[src/rtl/i2c_af_pkg.sv]
package i2c_af_pkg;
  typedef enum logic [2:0] {
    ST_IDLE,
    ST_ADDR,
    ST_ACK,
    ST_SEL,
    ST_IGN
  } af_state_e;
endpackage

[src/rtl/i2c_af_sync.sv]
module i2c_af_sync #(
  parameter int STAGES = 2
) (
  input  logic clk_i,
  input  logic rst_ni,
  input  logic d_i,
  output logic q_o,
  output logic rise_o,
  output logic fall_o
);
  logic [STAGES-1:0] ff_q;
  logic              last_q;

  // Idle bus is high: reset to 1 so no false edge appears after reset
  always_ff @(posedge clk_i or negedge rst_ni) begin
    if (!rst_ni) begin
      ff_q   <= '1;
      last_q <= 1'b1;
    end else begin
      ff_q[0] <= d_i;
      for (int i = 1; i < STAGES; i++) ff_q[i] <= ff_q[i-1];
      last_q <= ff_q[STAGES-1];
    end
  end

  assign q_o    = ff_q[STAGES-1];
  assign rise_o = ff_q[STAGES-1] & ~last_q;
  assign fall_o = ~ff_q[STAGES-1] & last_q;
endmodule

[src/rtl/i2c_af_cond.sv]
module i2c_af_cond (
  input  logic scl_hi_i,
  input  logic scl_edge_i,
  input  logic sda_rise_i,
  input  logic sda_fall_i,
  output logic start_o,
  output logic stop_o
);
  // SCL must be steadily high, not just rising in the same cycle
  logic scl_steady;
  assign scl_steady = scl_hi_i & ~scl_edge_i;
  assign start_o    = sda_fall_i & scl_steady;
  assign stop_o     = sda_rise_i & scl_steady;
endmodule

[src/rtl/i2c_af_shreg.sv]
module i2c_af_shreg #(
  parameter int W = 8
) (
  input  logic                     clk_i,
  input  logic                     rst_ni,
  input  logic                     clr_i,
  input  logic                     shift_i,
  input  logic                     bit_i,
  output logic [W-1:0]             data_o,
  output logic [$clog2(W+1)-1:0]   cnt_o
);
  localparam int CW = $clog2(W+1);
  localparam logic [CW-1:0] FULL = CW'(W);

  logic [W-1:0]  data_q;
  logic [CW-1:0] cnt_q;

  always_ff @(posedge clk_i or negedge rst_ni) begin
    if (!rst_ni) begin
      data_q <= '0;
      cnt_q  <= '0;
    end else if (clr_i) begin
      data_q <= '0;
      cnt_q  <= '0;
    end else if (shift_i && cnt_q < FULL) begin
      data_q <= {data_q[W-2:0], bit_i};
      cnt_q  <= cnt_q + 1'b1;
    end
  end

  assign data_o = data_q;
  assign cnt_o  = cnt_q;


  full_hold_chk: assert property (@(posedge clk_i) disable iff (!rst_ni)
    (cnt_q == FULL && !clr_i) |=> $stable(data_q));
endmodule

[src/rtl/i2c_addr_filter.sv]
module i2c_addr_filter
  import i2c_af_pkg::*;
#(
  parameter int ADDR_W      = 7,
  parameter int SYNC_STAGES = 2
) (
  input  logic              clk_i,
  input  logic              rst_ni,
  input  logic              scl_i,
  input  logic              sda_i,
  input  logic [ADDR_W-1:0] dev_addr_i,
  output logic              sda_oe_o,
  output logic              match_o,
  output logic              rw_o,
  output logic              selected_o
);
  localparam int BYTE_W = ADDR_W + 1;
  localparam int CW     = $clog2(BYTE_W + 1);
  localparam int LINES  = 2;
  localparam logic [CW-1:0] BYTE_DONE = CW'(BYTE_W);

  logic [LINES-1:0] line_raw, line_s, line_rise, line_fall;
  assign line_raw = {sda_i, scl_i};

  for (genvar g = 0; g < LINES; g++) begin : g_sync
    i2c_af_sync #(.STAGES(SYNC_STAGES)) u_sync (
      .clk_i  (clk_i),
      .rst_ni (rst_ni),
      .d_i    (line_raw[g]),
      .q_o    (line_s[g]),
      .rise_o (line_rise[g]),
      .fall_o (line_fall[g])
    );
  end

  logic scl_s, scl_rise, scl_fall, sda_s;
  assign scl_s    = line_s[0];
  assign scl_rise = line_rise[0];
  assign scl_fall = line_fall[0];
  assign sda_s    = line_s[1];

  logic start_det, stop_det;
  i2c_af_cond u_cond (
    .scl_hi_i   (scl_s),
    .scl_edge_i (scl_rise | scl_fall),
    .sda_rise_i (line_rise[1]),
    .sda_fall_i (line_fall[1]),
    .start_o    (start_det),
    .stop_o     (stop_det)
  );

  af_state_e         state_q;
  logic [BYTE_W-1:0] sh_data;
  logic [CW-1:0]     sh_cnt;
  logic              shift_en;

  assign shift_en = (state_q == ST_ADDR) & scl_rise;

  i2c_af_shreg #(.W(BYTE_W)) u_shreg (
    .clk_i   (clk_i),
    .rst_ni  (rst_ni),
    .clr_i   (start_det),
    .shift_i (shift_en),
    .bit_i   (sda_s),
    .data_o  (sh_data),
    .cnt_o   (sh_cnt)
  );

  logic [ADDR_W-1:0] rx_addr;
  logic              addr_hit;
  assign rx_addr  = sh_data[BYTE_W-1:1];
  // all-zero (general call) is never accepted
  assign addr_hit = (rx_addr == dev_addr_i) && (|rx_addr);

  logic oe_q, match_q, rw_q;

  always_ff @(posedge clk_i or negedge rst_ni) begin
    if (!rst_ni) begin
      state_q <= ST_IDLE;
      oe_q    <= 1'b0;
      match_q <= 1'b0;
      rw_q    <= 1'b0;
    end else begin
      match_q <= 1'b0;
      if (stop_det) begin
        state_q <= ST_IDLE;
        oe_q    <= 1'b0;
        rw_q    <= 1'b0;
      end else if (start_det) begin
        state_q <= ST_ADDR;
        oe_q    <= 1'b0;
        rw_q    <= 1'b0;
      end else begin
        case (state_q)
          ST_ADDR: begin
            if (scl_fall && sh_cnt == BYTE_DONE) begin
              if (addr_hit) begin
                state_q <= ST_ACK;
                oe_q    <= 1'b1;
                match_q <= 1'b1;
                rw_q    <= sh_data[0];
              end else begin
                state_q <= ST_IGN;
              end
            end
          end
          ST_ACK: begin
            if (scl_fall) begin
              state_q <= ST_SEL;
              oe_q    <= 1'b0;
            end
          end
          default: ;
        endcase
      end
    end
  end

  assign sda_oe_o   = oe_q;
  assign match_o    = match_q;
  assign rw_o       = rw_q;
  assign selected_o = (state_q == ST_ACK) || (state_q == ST_SEL);


  match_pulse_chk: assert property (@(posedge clk_i) disable iff (!rst_ni)
    match_o |=> !match_o);

  oe_rise_chk: assert property (@(posedge clk_i) disable iff (!rst_ni)
    $rose(sda_oe_o) |-> (!scl_s && match_o));

  oe_fall_chk: assert property (@(posedge clk_i) disable iff (!rst_ni)
    $fell(sda_oe_o) |-> (!scl_s || $past(start_det || stop_det)));

  gc_nack_chk: assert property (@(posedge clk_i) disable iff (!rst_ni)
    match_o |-> (|rx_addr));

  stop_idle_chk: assert property (@(posedge clk_i) disable iff (!rst_ni)
    stop_det |=> (!selected_o && !sda_oe_o));

  start_clr_chk: assert property (@(posedge clk_i) disable iff (!rst_ni)
    (start_det && !stop_det) |=> (sh_cnt == '0 && state_q == ST_ADDR));
endmodule

[config.mk]
export PLATFORM = sky130hd
export DESIGN_NAME = i2c_addr_filter
export DESIGN_NICKNAME = d
export VERILOG_FILES = /design/src/rtl/i2c_af_pkg.sv /design/src/rtl/i2c_af_sync.sv /design/src/rtl/i2c_af_cond.sv /design/src/rtl/i2c_af_shreg.sv /design/src/rtl/i2c_addr_filter.sv
export SDC_FILE = /design/constraint.sdc
export NUM_CORES = 1
export LEC_CHECK = 0
export ABC_AREA = 1
export BUFFER_PORTS_ARGS = -buffer_cell sky130_fd_sc_hd__buf_2
export CAP_MARGIN = 25
export CORE_ASPECT_RATIO = 1.5
export CORE_MARGIN = 2
export CORE_UTILIZATION = 55
export DETAILED_ROUTE_END_ITERATION = 7
export PLACE_DENSITY_LB_ADDON = 0.1
export SLEW_MARGIN = 40
export SYNTH_ARGS = -nofsm -noshare
export SYNTH_HDL_FRONTEND = slang
export SYNTH_SLANG_ARGS = --single-unit
[constraint.sdc]
create_clock -name clk_i -period 2 [get_ports clk_i]
set_clock_uncertainty 0.1 [all_clocks]
set_input_delay 0.1 -clock clk_i [delete_from_list [all_inputs] [get_ports clk_i]]
set_output_delay 0.1 -clock clk_i [all_outputs]
set_load 0.03 [all_outputs]
## Word-level counts from Yosys, hierarchy flattened

Cells that the tools add are included.

| cells by class | value |
|---|---|
| reductions and logical operators | 13 |
| mux-type cells | 26 |
| $lt $le $gt $ge | 1 |
| bitwise logic cells | 14 |
| $add $sub $neg | 1 |
| multipliers | 0 |
| shift operators | 0 |
| divide/modulo/power cells | 0 |
| equality and inequality tests | 8 |

Operators with widths:

| cell | number |
|---|---|
| 8-bit 2-to-1 mux | 2 |
| 1-bit 2-to-1 mux | 15 |
| 3-bit 2-to-1 mux | 5 |
| 3-bit nonzero test | 3 |
| 1-bit AND | 8 |
| 4-bit 2-to-1 mux | 2 |
| 4-bit inequality test (second input constant) | 2 |
| 7-bit == test | 1 |
| 7-bit OR reduction | 1 |
| 3-bit by 2-bit == test with 1-bit output (second input constant) | 2 |
| 3-bit one-hot mux with 2 select lines | 1 |
| 3-bit AND reduction | 2 |
| 1-bit NOT | 5 |
| 4-bit by 1-bit adder with 4-bit output (second input constant) | 1 |
| 4-bit == test (second input constant) | 1 |
| 4-bit < comparator (second input constant) | 1 |
| 4-bit by 3-bit inequality test with 1-bit output (second input constant) | 1 |
| 4-bit AND reduction | 1 |
| 4-bit nonzero test | 1 |
| 3-bit by 1-bit == test with 1-bit output (second input constant) | 1 |
| 1-bit logical AND | 3 |
| 1-bit one-hot mux with 2 select lines | 1 |
| 2-bit nonzero test | 1 |
| 1-bit logical OR | 1 |
| 1-bit OR | 1 |

| storage, ports and cells | value |
|---|---|
| output and inout port bits | 4 |
| word-level logic and storage cells | 73 |
| RAM bits | 0 |
| register bits | 24 |
| latch bits | 0 |
| memories kept | 0 |
| memory bits (read-only) | 0 |

## Depth between registers and ports, before layout

Gate-level depths: netlist (run 1).

| depth | value |
|---|---|
| depth in word-level cells | 8 |
| depth in mapped cells | 11 |
| mapped depth without buffers | 11 |

## Modules after synthesis

From an unflattened synthesis (run 1), not the netlist that was laid out.

| unflattened totals | value |
|---|---|
| cell total of the unflattened synthesis | 186 |
| area, all modules | 1352.5 um^2 |

By module, submodules not included:

| module | cells each | area each (um^2) | instances | seq. area each (um^2) |
|---|---|---|---|---|
| i2c_addr_filter | 101 | 593.1 | 1 | 150.1 |
| i2c_af_shreg | 65 | 549.3 | 1 | 300.3 |
| i2c_af_sync | 7 | 93.8 | 2 | 78.8 |
| i2c_af_cond | 6 | 22.5 | 1 | 0.0 |

## Worst setup path after synthesis (run 1)

Ideal clock, no wire load.

| path | value |
|---|---|
| path type | register to register |
| start point | reg g_sync[0].u_sync.ff_q[1] |
| end point | reg oe_q, in the netlist sda_oe_o |
| arrival | 1.177 ns |
| path slack | 0.605 ns |
| data required time | 1.782 ns |
| setup time | 0.118 ns |
| path buffers | 0 |
| cell stages (with the launch flop) | 10 |
| cells stage by stage | dfstp_2 -> nand2_2 -> nor3_4 -> nor2_4 -> inv_2 -> nor2_2 -> nand2_2 -> nand2_1 -> nand2_1 -> nand2_1 |

| on the way | value |
|---|---|
| longest elaborated chain between the ends | 8 |

Ends and longest elaborated chain:

| what | RTL line | RTL |
|---|---|---|
| start: declaration | i2c_af_sync.sv:11 | `logic [STAGES-1:0] ff_q;` |
| start signal: assignment | i2c_af_sync.sv:17 | `ff_q <= '1;` |
| 1-bit NOT | i2c_af_sync.sv:28 | `assign fall_o = ~ff_q[STAGES-1] & last_q;` |
| 1-bit AND | i2c_af_sync.sv:28 |  |
| 1-bit OR | i2c_addr_filter.sv:45 | `.scl_edge_i (scl_rise \| scl_fall),` |
| 1-bit NOT | i2c_af_cond.sv:11 | `assign scl_steady = scl_hi_i & ~scl_edge_i;` |
| 1-bit AND | i2c_af_cond.sv:11 |  |
| 1-bit AND (on tied branches) | i2c_af_cond.sv:12, i2c_af_cond.sv:13 |  |
| 4-bit inequality test (no line), or another cell as far along | n/a |  |
| 4-bit AND reduction (no line) / 1-bit 2-to-1 mux (equally long branches) | n/a |  |
| end signal: assignment | i2c_addr_filter.sv:80 | `oe_q <= 1'b0;` |
| end signal: assignment | i2c_addr_filter.sv:87 | `oe_q <= 1'b0;` |
| end signal: assignment | i2c_addr_filter.sv:91 | `oe_q <= 1'b0;` |
| end: declaration | i2c_addr_filter.sv:75 | `logic oe_q, match_q, rw_q;` |

Several ways; a longest one is shown, not always the timed one.
A chain may end at the register's enable or synchronous reset.

## Worst setup path in the final report (run 1)

| path | value |
|---|---|
| start point | reg state_q[2] |
| end point | reg u_shreg.cnt_q[0], in the netlist u_shreg.cnt_o[0] |

| on the way | value |
|---|---|
| longest elaborated chain between the ends | 4 |

Ends and longest elaborated chain:

| what | RTL line | RTL |
|---|---|---|
| start: declaration | i2c_addr_filter.sv:52 | `af_state_e state_q;` |
| start signal: assignment | i2c_addr_filter.sv:79 | `state_q <= ST_IDLE;` |
| start signal: assignment | i2c_addr_filter.sv:86 | `state_q <= ST_IDLE;` |
| start signal: assignment | i2c_addr_filter.sv:90 | `state_q <= ST_ADDR;` |
| 3-bit by 1-bit == test with 1-bit output | i2c_addr_filter.sv:57 | `assign shift_en = (state_q == ST_ADDR) & scl_rise;` |
| 1-bit AND | i2c_addr_filter.sv:57 |  |
| 1-bit logical AND | i2c_af_shreg.sv:25 | `end else if (shift_i && cnt_q < FULL) begin` |
| 2-bit nonzero test (no line) | n/a |  |
| end signal: assignment | i2c_af_shreg.sv:27 | `cnt_q <= cnt_q + 1'b1;` |
| end: declaration | i2c_af_shreg.sv:16 | `logic [CW-1:0] cnt_q;` |

No other way between the ends.

==> results of run 1 <==
## critical path, cell delays in order (launching register included)
cell     delay (ps)
dfrtp_1         410
inv_1            90
nand3_2         120
inv_1            90
nand4_2         300
nand2_4         290
nand3_1          90
o21ai_1          90
## final timing paths
kind                                                       to  slack, ps                                from
setup / recovery                 u_shreg.cnt_o[0]$_DFFE_PN0P_        360              state_q[2]$_DFFE_PN0P_
setup reg to reg                 u_shreg.cnt_o[0]$_DFFE_PN0P_        360              state_q[2]$_DFFE_PN0P_
hold reg to reg            g_sync[0].u_sync.ff_q[1]$_DFF_PN1_        260  g_sync[0].u_sync.ff_q[0]$_DFF_PN1_
min in group asynchronous                   match_o$_DFF_PN0_        180                              rst_ni
hold / removal                              match_o$_DFF_PN0_        100                       dev_addr_i[2]
max in group asynchronous   g_sync[0].u_sync.last_q$_DFF_PN1_       1240                              rst_ni
## flip-flops by register name, summed over array words and instances, names as in the netlist
register              flops
u_shreg.cnt_o             4
g_sync.u_sync.ff_q        4
u_shreg.data_o            8
sda_oe_o                  1
match_o                   1
g_sync.u_sync.last_q      2
rw_o                      1
state_q                   3
## power breakdown
part	leakage [nW]	internal (mW)	switching, mW
Clock	0.0210	0.111	0.137
Sequential	0.302	0.577	0.0680
Combinational	0.379	0.140	0.222
Total	0.703	0.828	0.427
## final cells by class
type | count | area (sq um) | share of cell area [%]
Inverter | 27 | 101 | 7.49
Timing Repair Buffer | 17 | 100 | 7.39
Sequential cell | 24 | 608 | 44.9
Tap cell | 22 | 27.5 | 2.03
Clock buffer | 4 | 36.3 | 2.68
Multi-Input combinational cell | 82 | 480 | 35.5
## through the flow
stage	utilization [%]	cells	power (mW)
2_1_floorplan	-	135	0.922
3_3_place_gp	62.7	169	0.999
3_5_place_dp	62.7	169	1.01
4_1_cts	66.0	176	1.27
5_1_grt	66.0	176	1.34
6_report	66.0	176	1.26
## logic make-up after synthesis
family                     Yosys count  share of synthesized area [%]
and+or+nand+nor                     64                           28.7
xor gates and xnor gates             2                           1.45
AOI/OAI and AO/OA                   14                           7.43
DFF                                 24                           50.2
adders and majority gates            2                           2.06
buffers and inverters               29                           10.2
## metal layers
| metal | share of wire [%] | up-vias | track usage [%] |
|---|---|---|---|
| met3 | 3.0 | 7 | 1.76 |
| met2 | 54 | 27 | 37.4 |
| met4 | 2.8 | 0 | 12.5 |
| met5 | 0 | - | 0 |
| met1 | 40 | 429 | 18.7 |
| li1 | - | 463 | - |
## cells in the mapped netlist
library cell / number
nand2_2: 2
and3_1: 1
ha_1: 2
o21ai_2: 1
inv_1: 23
dfrtp_1: 18
nand2_1: 28
inv_2: 4
nand3_2: 3
buf_6: 2
dfstp_2: 6
a21oi_1: 1
o31ai_2: 1
o21ai_0: 2
o21ai_1: 2
nand4_2: 1
nor3_1: 2
nand3_1: 9
nor2_4: 3
o22ai_1: 7
nor3_2: 1
nor2_2: 4
xor2_1: 1
nor2_1: 8
xnor2_1: 1
nor3_4: 1
nand2_4: 1
==> impl_metrics.yaml, run 1 <==
run_status:
  status: "complete, no violations"
detailed_routing:
  final_antenna_net_count: 0
  via_per_inst: 5.26
  via_count: 926
  drt-pass1-iter-count: 4
  drt_wl_total_um: 2110
  first_iter_violations: 15
  remaining_drc_errors: 0
  routedWlPerCell_um: 12.0
synthesis:
  yosys.area.top_type: "dfrtp_1"
  synth_cells: 135
  ys_top_cells_by_area: "dfrtp_1 (37%), dfstp_2 (13%), nand2_1 (8.7%)"
  ys_seq_elements: 24
  syn_area_sq_mm: 0.00121
  yosysUniqueCellTypes: 27
  yosysTopAreaCellShare_pct: 37.2
  ys_seq_area_share_pct: 50.2
  avgSynthCellArea_sq_um: 8.98
  yosysWarnings: 0
  synth_nets: 148
cells_and_area:
  syn_to_final_growth_pct: 11.7
  drive_gt1_share_pct: 29.9
  fin_area_sq_mm: 0.00135
  antennaDiodeCount: 0
  fillers: 176
  final_cell_mix: "nand2_1 (28), inv_1 (23), dfrtp_1 (18), buf_2 (14), nand3_1 (9)"
  nNetsFinal: 168
  final_common_cell: "nand2_1"
timing:
  tightestPinTransition_ps: 523
  timing.fmax_mhz: 608
  hold_violations: 0
  post-route-period-util_pct: 82.2
  grt_setup_unrepaired: "false"
  slew_violations: 0
  maxSlewHeadroom_pct: 65.1
  fin_setup_tns_ps: 0
  fin_hold_ws_ps: 101
  fin_ws_ps: 356
  fin_crit_ps: 1640
  final-setup-viol-count: 0
worst_setup_path:
  cp-start-kind: "register"
  rr_worst_depth: 7
  worstSetupPathType: "reg2reg"
  path_max_fanout: 14
  end_kind: "register"
  required_ps: 2140
  cp.arrival_ps: 1780
clocking:
  cts_setup_buffers: 0
  htreeDepth: 1
  cts_root_buffer: "clkbuf_4"
  cts_tree: "yes"
  clockBufferDepth: 2
  cts-resized-gates: 0
  clk_pin_slew_ps: 130
  clock-sinks: 24
  insertion_delay_ps: 310
  cts_buffers: 3
  hold_buffers: 3
placed_design:
  hpwl_um: 1620
  port_buffers: 14
  placed_cell_area_sq_mm: 0.00129
  gp_congestion: 0.848
  pre_cts_slack_ps: 373
floorplanning:
  die_area_sq_mm: 0.00260
  fp.dieW_um: 42.3
  core_area_sq_mm: 0.00205
  num_io_pins: 15
  row_count: 20
  initial_core_util_pct: 59.1
  die_y_um: 61.5
power_and_ir_drop:
  leakagePower_nw: 0.703
  peakVddDrop_v: 0.000553
  p_per_area_mw_per_mm2: 927
grt:
  antenna_found_initial: 0
  grt_pass1_vias: 940
  grt_pass1_wl_um: 3640
  grt-ovfl-total: 0
  grt.total_usage_pct: 18.9
  grt_max_degree: 25
job:
  drv_cap: 0
hold_path:
  hp-class: "in2reg"
  hold_depth: 6
Power figures use the tool's default switching activity.
==> run 2: changes to the inputs <==
- ABC_AREA: 1 -> 0
- CORE_UTILIZATION: 55 -> 50
- clock period: 2 -> 1.5 ns (I/O delays scaled with it)
==> run 2 against run 1 <==
  * The flow now finishes with violations (negative setup slack)
  * Global-route usage is 1.9 points higher
  * Power is 87% higher
  * Final cell count stayed put
  * Utilization is 8.9 points higher
  * First-iteration DRC count is 13% lower
  * Count of clock-buffer cells in the layout stayed put
  * Synthesized area is 5.0% lower
==> impl_metrics.yaml, run 2 <==
synthesis:
  ys_seq_elements: 24
  synthArstFlopShare_pct: 100
  yosysUniqueCellTypes: 35
  synth_ff_type: "dfrtp_1"
  ys_seq_area_share_pct: 52.8
  synth_commonest_cells: "nand2_1 (22), dfrtp_1 (18), o21ai_0 (9)"
  ys_top_cells_by_area: "dfrtp_1 (39%), dfstp_2 (14%), nand2_1 (7.2%)"
  yosysWarnings: 0
  yosys.area.top_type: "dfrtp_1"
  avgSynthCellArea_sq_um: 10.9
  syn_area_sq_mm: 0.00115
  synth_cells: 106
  yosysTopAreaCellShare_pct: 39.1
  synth_edf_count: 0
  synth_most_common_cell: "nand2_1"
  synth_nets: 119
timing:
  fin_crit_ps: 1780
  maxSlewHeadroom_pct: 64.2
  fin_ws_ps: -278
  slew_violations: 0
  post-route-period-util_pct: 119
  fin_hold_ws_ps: 132
  timing.fmax_mhz: 562
  grt_setup_unrepaired: "true"
  hold_violations: 0
  tightestPinTransition_ps: 537
  final-setup-viol-count: 17
clocking:
  cts_buffers: 3
  clk_pin_slew_ps: 140
  cts_root_buffer: "clkbuf_4"
  clockBufferDepth: 2
  cts_tree: "yes"
  htreeDepth: 1
  cts_setup_buffers: 0
  clock-sinks: 24
  insertion_delay_ps: 320
cells_and_area:
  largest_reg_flops: 8
  final_util_pct: 74.8
  final_cell_mix: "buf_4 (24), dfrtp_1 (18), buf_2 (14), nand2_1 (13), nand2_2 (8)"
  drive_gt1_share_pct: 52.9
  multi_input_area_sq_um: 638
  layoutNonFillerInstCount: 176
  antennaDiodeCount: 0
  syn_to_final_growth_pct: 43.3
  fillers: 171
  seq_area_sq_um: 608
  nNetsFinal: 167
  final_common_cell: "buf_4"
floorplanning:
  row_count: 21
  fp.dieW_um: 43.2
  num_io_pins: 15
  die_area_sq_mm: 0.00271
  die_y_um: 62.8
  core_area_sq_mm: 0.00221
  initial_core_util_pct: 52.2
grt:
  grt_pass1_wl_um: 4310
  grt-ovfl-total: 0
  grt_pass1_vias: 946
  grt.total_usage_pct: 20.8
  grt_max_degree: 25
  antenna_found_initial: 0
worst_setup_path:
  crit_start: "state_q[0]$_DFFE_PN0P_"
  rr_worst_depth: 4
  required_ps: 1660
  cp-endpoint: "rw_o$_DFFE_PN0P_"
  cp-start-kind: "register"
  end_kind: "register"
  path_max_fanout: 3
  rrSetupSlack_ps: -280
  cp.arrival_ps: 1940
  worstReg2RegStart: "state_q[0]$_DFFE_PN0P_"
  worstSetupPathType: "reg2reg"
  r2r-end: "rw_o$_DFFE_PN0P_"
placed_design:
  hpwl_um: 1830
  gp_congestion: 0.790
  pre_cts_slack_ps: -319
  placed_cells: 168
  port_buffers: 14
hold_path:
  hold_path_startpoint: "dev_addr_i[2]"
  hp-class: "in2reg"
power_and_ir_drop:
  switching_share_pct: 36.3
  pwr-share-comb_pct: 45.8
  peakVddDrop_v: 0.000890
  power_frac_clock_pct: 14.9
  leakagePower_nw: 0.749
  p_total_mw: 2.35
  p_per_area_mw_per_mm2: 1420
  p_switching_uw: 852
  p_int_mw: 1.50
  seqPwrFrac_pct: 39.4
detailed_routing:
  remaining_drc_errors: 0
  first_iter_violations: 13
  via_count: 944
  routedWlPerCell_um: 15.2
  drt_wl_total_um: 2670
  final_antenna_net_count: 0
  via_per_inst: 5.36
  drt-pass1-iter-count: 4
run_status:
  status: "finished, violations left"
  violations: "negative setup slack"
job:
  drv_cap: 0
## run 2: kinds of logic after synthesis
kind of cell | count (synthesis) | synth area share (%)
AND/OR/NAND/NOR | 46 | 25.1
flip-flops | 24 | 52.8
AO/OA/AOI/OAI | 17 | 9.34
XOR/XNOR | 9 | 6.84
buffers and inverters | 6 | 2.06
multiplexers | 2 | 1.74
adder cells (fa/ha/maj) | 2 | 2.17
## run 2: worst max-delay path, stage by stage, from the launching register on
cell and delay (ps):
dfrtp_1 410, or3b_4 410, or3_4 360, nor4_4 220, mux2i_1 210
## run 2: through the flow
step | cell area [sq um] | TNS [ps]
2_1_floorplan | 1160 | -949
4_1_cts | 1570 | -2690
3_3_place_gp | 1450 | -1880
5_1_grt | 1650 | -4250
6_report | 1650 | -3210
3_5_place_dp | 1450 | -2290
## run 2: what timing repair did
item | CTS | global route
endpoints found under the setup margin | 17 | 18
cloned | 1 | 0
pin swaps | 1 | 7
resized for setup | 10 | 25
hold endpoints to repair | 26 | 0
hold buffers | 3 | 0
## run 2: final cells by class
type | count | share of cell area (%)
Sequential cell | 24 | 36.8
Tap cell | 23 | 1.74
Timing Repair Buffer | 45 | 19.7
Multi-Input combinational cell | 76 | 38.6
Clock buffer | 4 | 2.20
Inverter | 4 | 0.909
## run 2: routing by layer
metal / global-route usage [%] / vias to the layer above / part of all wire (%)
met5: 0 / - / 0
met4: 4.55 / 0 / 1.9
met3: 3.47 / 4 / 2.1
met2: 36.6 / 13 / 55
met1: 26.0 / 463 / 41
li1: - / 464 / -
## run 2: how the worst min path moves through the flow
stage | end | slack, ps | depth (start not counted)
2_1_floorplan | match_o$_DFF_PN0_ | -320 | 0
3_3_place_gp | u_shreg.cnt_o[3]$_DFFE_PN0P_ | -20 | 1
3_5_place_dp | u_shreg.cnt_o[3]$_DFFE_PN0P_ | -10 | 1
4_1_cts | rw_o$_DFFE_PN0P_ | 120 | 5
5_1_grt | rw_o$_DFFE_PN0P_ | 160 | 5
6_report | rw_o$_DFFE_PN0P_ | 130 | 5
## run 2: power by group through the flow
stage	Combinational, mW	Sequential (mW)	Clock [mW]
3_3_place_gp	0.845	0.926	0
3_5_place_dp	0.863	0.929	0
4_1_cts	0.946	0.918	0.356
2_1_floorplan	0.426	0.970	0
5_1_grt	1.17	0.949	0.374
6_report	1.07	0.925	0.349
==> run 3: changes to the inputs <==
- SYNTH_HIERARCHICAL: unset -> 1
==> run 3 against run 2 <==
  * The run still ends with negative setup slack left
  * Die area rose by 5.6%
  * First-iteration DRC count increased to 2.8 times the previous value
  * Synthesized cell count increased by 11%
  * Hold slack gained 11 ps
  * Routed wire length fell by 4.5%
  * Sequential cell count stayed put
  * Worst setup slack worse by 260 ps
  * Largest power group is now sequential cells
  * Sequential share of layout area up 1.1 points
  * Sequential power decreased by 17%
  * Count of clock-buffer cells in the layout stayed put
==> impl_metrics.yaml, run 3 <==
clocking:
  cts_buffers: 3
  htreeDepth: 1
  clk_pin_slew_ps: 140
  clockBufferDepth: 2
  clock-sinks: 24
  insertion_delay_ps: 320
  cts_root_buffer: "clkbuf_4"
  cts_tree: "yes"
synthesis:
  synth_edf_count: 0
  synthArstFlopShare_pct: 100
  avgSynthCellArea_sq_um: 10.4
  synth_commonest_cells: "nand2_1 (23), dfrtp_1 (18), nor2_1 (10)"
  synth_ff_type: "dfrtp_1"
  synth_cells: 118
  synth_nets: 130
  yosysTopAreaCellShare_pct: 36.8
  yosys.area.top_type: "dfrtp_1"
  ys_seq_area_share_pct: 49.7
  yosysWarnings: 6
  ys_seq_elements: 24
  synth_most_common_cell: "nand2_1"
  yosysUniqueCellTypes: 37
  ys_top_cells_by_area: "dfrtp_1 (37%), dfstp_2 (13%), nand2_1 (7.1%)"
  syn_area_sq_mm: 0.00122
detailed_routing:
  via_count: 1015
  first_iter_violations: 37
  final_antenna_net_count: 0
  remaining_drc_errors: 0
  drt-pass1-iter-count: 4
  routedWlPerCell_um: 13.6
  via_per_inst: 5.43
  drt_wl_total_um: 2550
worst_setup_path:
  path_buf_inv: 0
  cp-start-kind: "register"
  slowest_delay_ps: 560
  cp_top_family: "simple AND/OR/NAND/NOR gates"
  cp_slowest_cell: "dfstp_2"
  required_ps: 1610
  cp.arrival_ps: 2140
  worstSetupPathType: "reg2reg"
  end_kind: "register"
  crit_chain: "and2b_2 > or2_4 > and3b_2 > nor3_4 > a21oi_2 > mux2_4"
  path_max_fanout: 4
floorplanning:
  initial_core_util_pct: 53.5
  num_io_pins: 15
  row_count: 21
  die_y_um: 64.6
  core_area_sq_mm: 0.00229
  die_area_sq_mm: 0.00286
  fp.dieW_um: 44.4
cells_and_area:
  drive_gt1_share_pct: 45.1
  multi_input_area_sq_um: 629
  seq_area_sq_um: 608
  nNetsFinal: 177
  final_common_cell: "buf_4"
  fillers: 209
  largest_reg_flops: 8
  antennaDiodeCount: 0
  syn_to_final_growth_pct: 31.1
  final_cell_mix: "buf_4 (28), nand2_1 (23), dfrtp_1 (18), buf_2 (14), nor2_1 (10)"
timing:
  post-route-period-util_pct: 136
  tightestPinTransition_ps: 534
  grt_setup_unrepaired: "true"
  fin_ws_ps: -535
  fin_crit_ps: 2030
  slew_violations: 0
  maxSlewHeadroom_pct: 64.4
  final-setup-viol-count: 18
  fin_hold_ws_ps: 143
  hold_violations: 0
  timing.fmax_mhz: 491
job:
  drv_cap: 0
power_and_ir_drop:
  p_per_area_mw_per_mm2: 911
  seqPwrFrac_pct: 52.5
  leakagePower_nw: 0.761
  p_total_mw: 1.46
  p_switching_uw: 448
  switching_share_pct: 30.6
  power_frac_clock_pct: 20.6
  pwr-share-comb_pct: 26.9
  peakVddDrop_v: 0.000657
  p_int_mw: 1.01
grt:
  grt_max_degree: 25
  antenna_found_initial: 0
  grt-ovfl-total: 0
  grt_pass1_vias: 1034
  grt.total_usage_pct: 21.0
  grt_pass1_wl_um: 4430
run_status:
  status: "finished, violations left"
  violations: "negative setup slack"
placed_design:
  hpwl_um: 1880
  gp_congestion: 0.835
  port_buffers: 14
hold_path:
  hp-class: "in2async"
run 3: changes by cell type after synthesis, sizes merged, moves of 6 or more:
cell / previous run / this run
a21oi: 0 / 12
xnor2: 7 / 1
xor2: 2 / 8
nor2: 0 / 11
o21ai: 10 / 2
run 3: path summary, 6_finish.rpt:
path	start	to	slack, ps	cells after the start
worst min register to register	g_sync[1].u_sync/ff_q[0]$_DFF_PN1_	g_sync[1].u_sync/ff_q[1]$_DFF_PN1_	260	0
max in group asynchronous	rst_ni	g_sync[1].u_sync/last_q$_DFF_PN1_	770	2
worst max register to register	g_sync[0].u_sync/ff_q[1]$_DFF_PN1_	sda_oe_o$_DFFE_PN0P_	-530	6
min in group clk_i	dev_addr_i[1]	state_q[2]$_DFFE_PN0P_	180	5
worst max-delay path	g_sync[0].u_sync/ff_q[1]$_DFF_PN1_	sda_oe_o$_DFFE_PN0P_	-530	6
worst min-delay path	rst_ni	match_o$_DFF_PN0_	140	2
run 3: final cells by class:
| cell class | instances | share of cell area (%) |
|---|---|---|
| clock buffers | 4 | 1.64 |
| multi-input cells | 91 | 39.3 |
| well taps | 23 | 1.80 |
| repair buffers | 45 | 19.4 |
| flip-flops and latches | 24 | 37.9 |
run 3: logic make-up after synthesis:
family | after synthesis | share of synthesized area, %
AND/OR/NAND/NOR | 61 | 28.8
XOR/XNOR | 9 | 6.45
adder cells (fa/ha/maj) | 1 | 1.02
multiplexers | 2 | 1.84
AO/OA/AOI/OAI | 18 | 9.93
buffers and inverters | 3 | 2.25
flip-flops | 24 | 49.7
run 3: power groups by stage:
stage                     Combinational, mW  Sequential (mW)  Clock (mW)
after floorplan                       0.180            0.802           0
after global placement                0.348            0.771           0
after detailed placement              0.359            0.775           0
after CTS                             0.392            0.767       0.305
after global routing                  0.432            0.777       0.324
final                                 0.394            0.767       0.300
run 3: per-stage QoR:
| step | instances | instance area [sq um] | setup TNS (ps) | utilization [%] | setup WS, ps |
|---|---|---|---|---|---|
| after global routing | 187 | 1600 | -7850 | 70.1 | -612 |
| after detailed placement | 176 | 1490 | -6770 | 65.0 | -588 |
| after CTS | 186 | 1590 | -6650 | 69.4 | -549 |
| after global placement | 176 | 1490 | -6020 | 65.0 | -545 |
| final | 187 | 1600 | -6260 | 70.1 | -535 |
| after floorplan | 118 | 1230 | -5010 | - | -538 |
run 3: metal layers:
layer / GRT usage, % / part of all wire, %
met3: 3.62 / 2.5
met1: 25.4 / 40
met5: 0 / 0
met2: 36.8 / 56
met4: 6.82 / 1.5
run 3: timing repair:
item | in CTS | in global routing
endpoints found under the setup margin | 18 | 18
endpoints found under the hold margin | 26 | 0
gates resized for setup | 5 | 1
buffers inserted | 3 | 1
pin swaps | 2 | 0
hold buffers | 3 | 0
cloned | 0 | 0
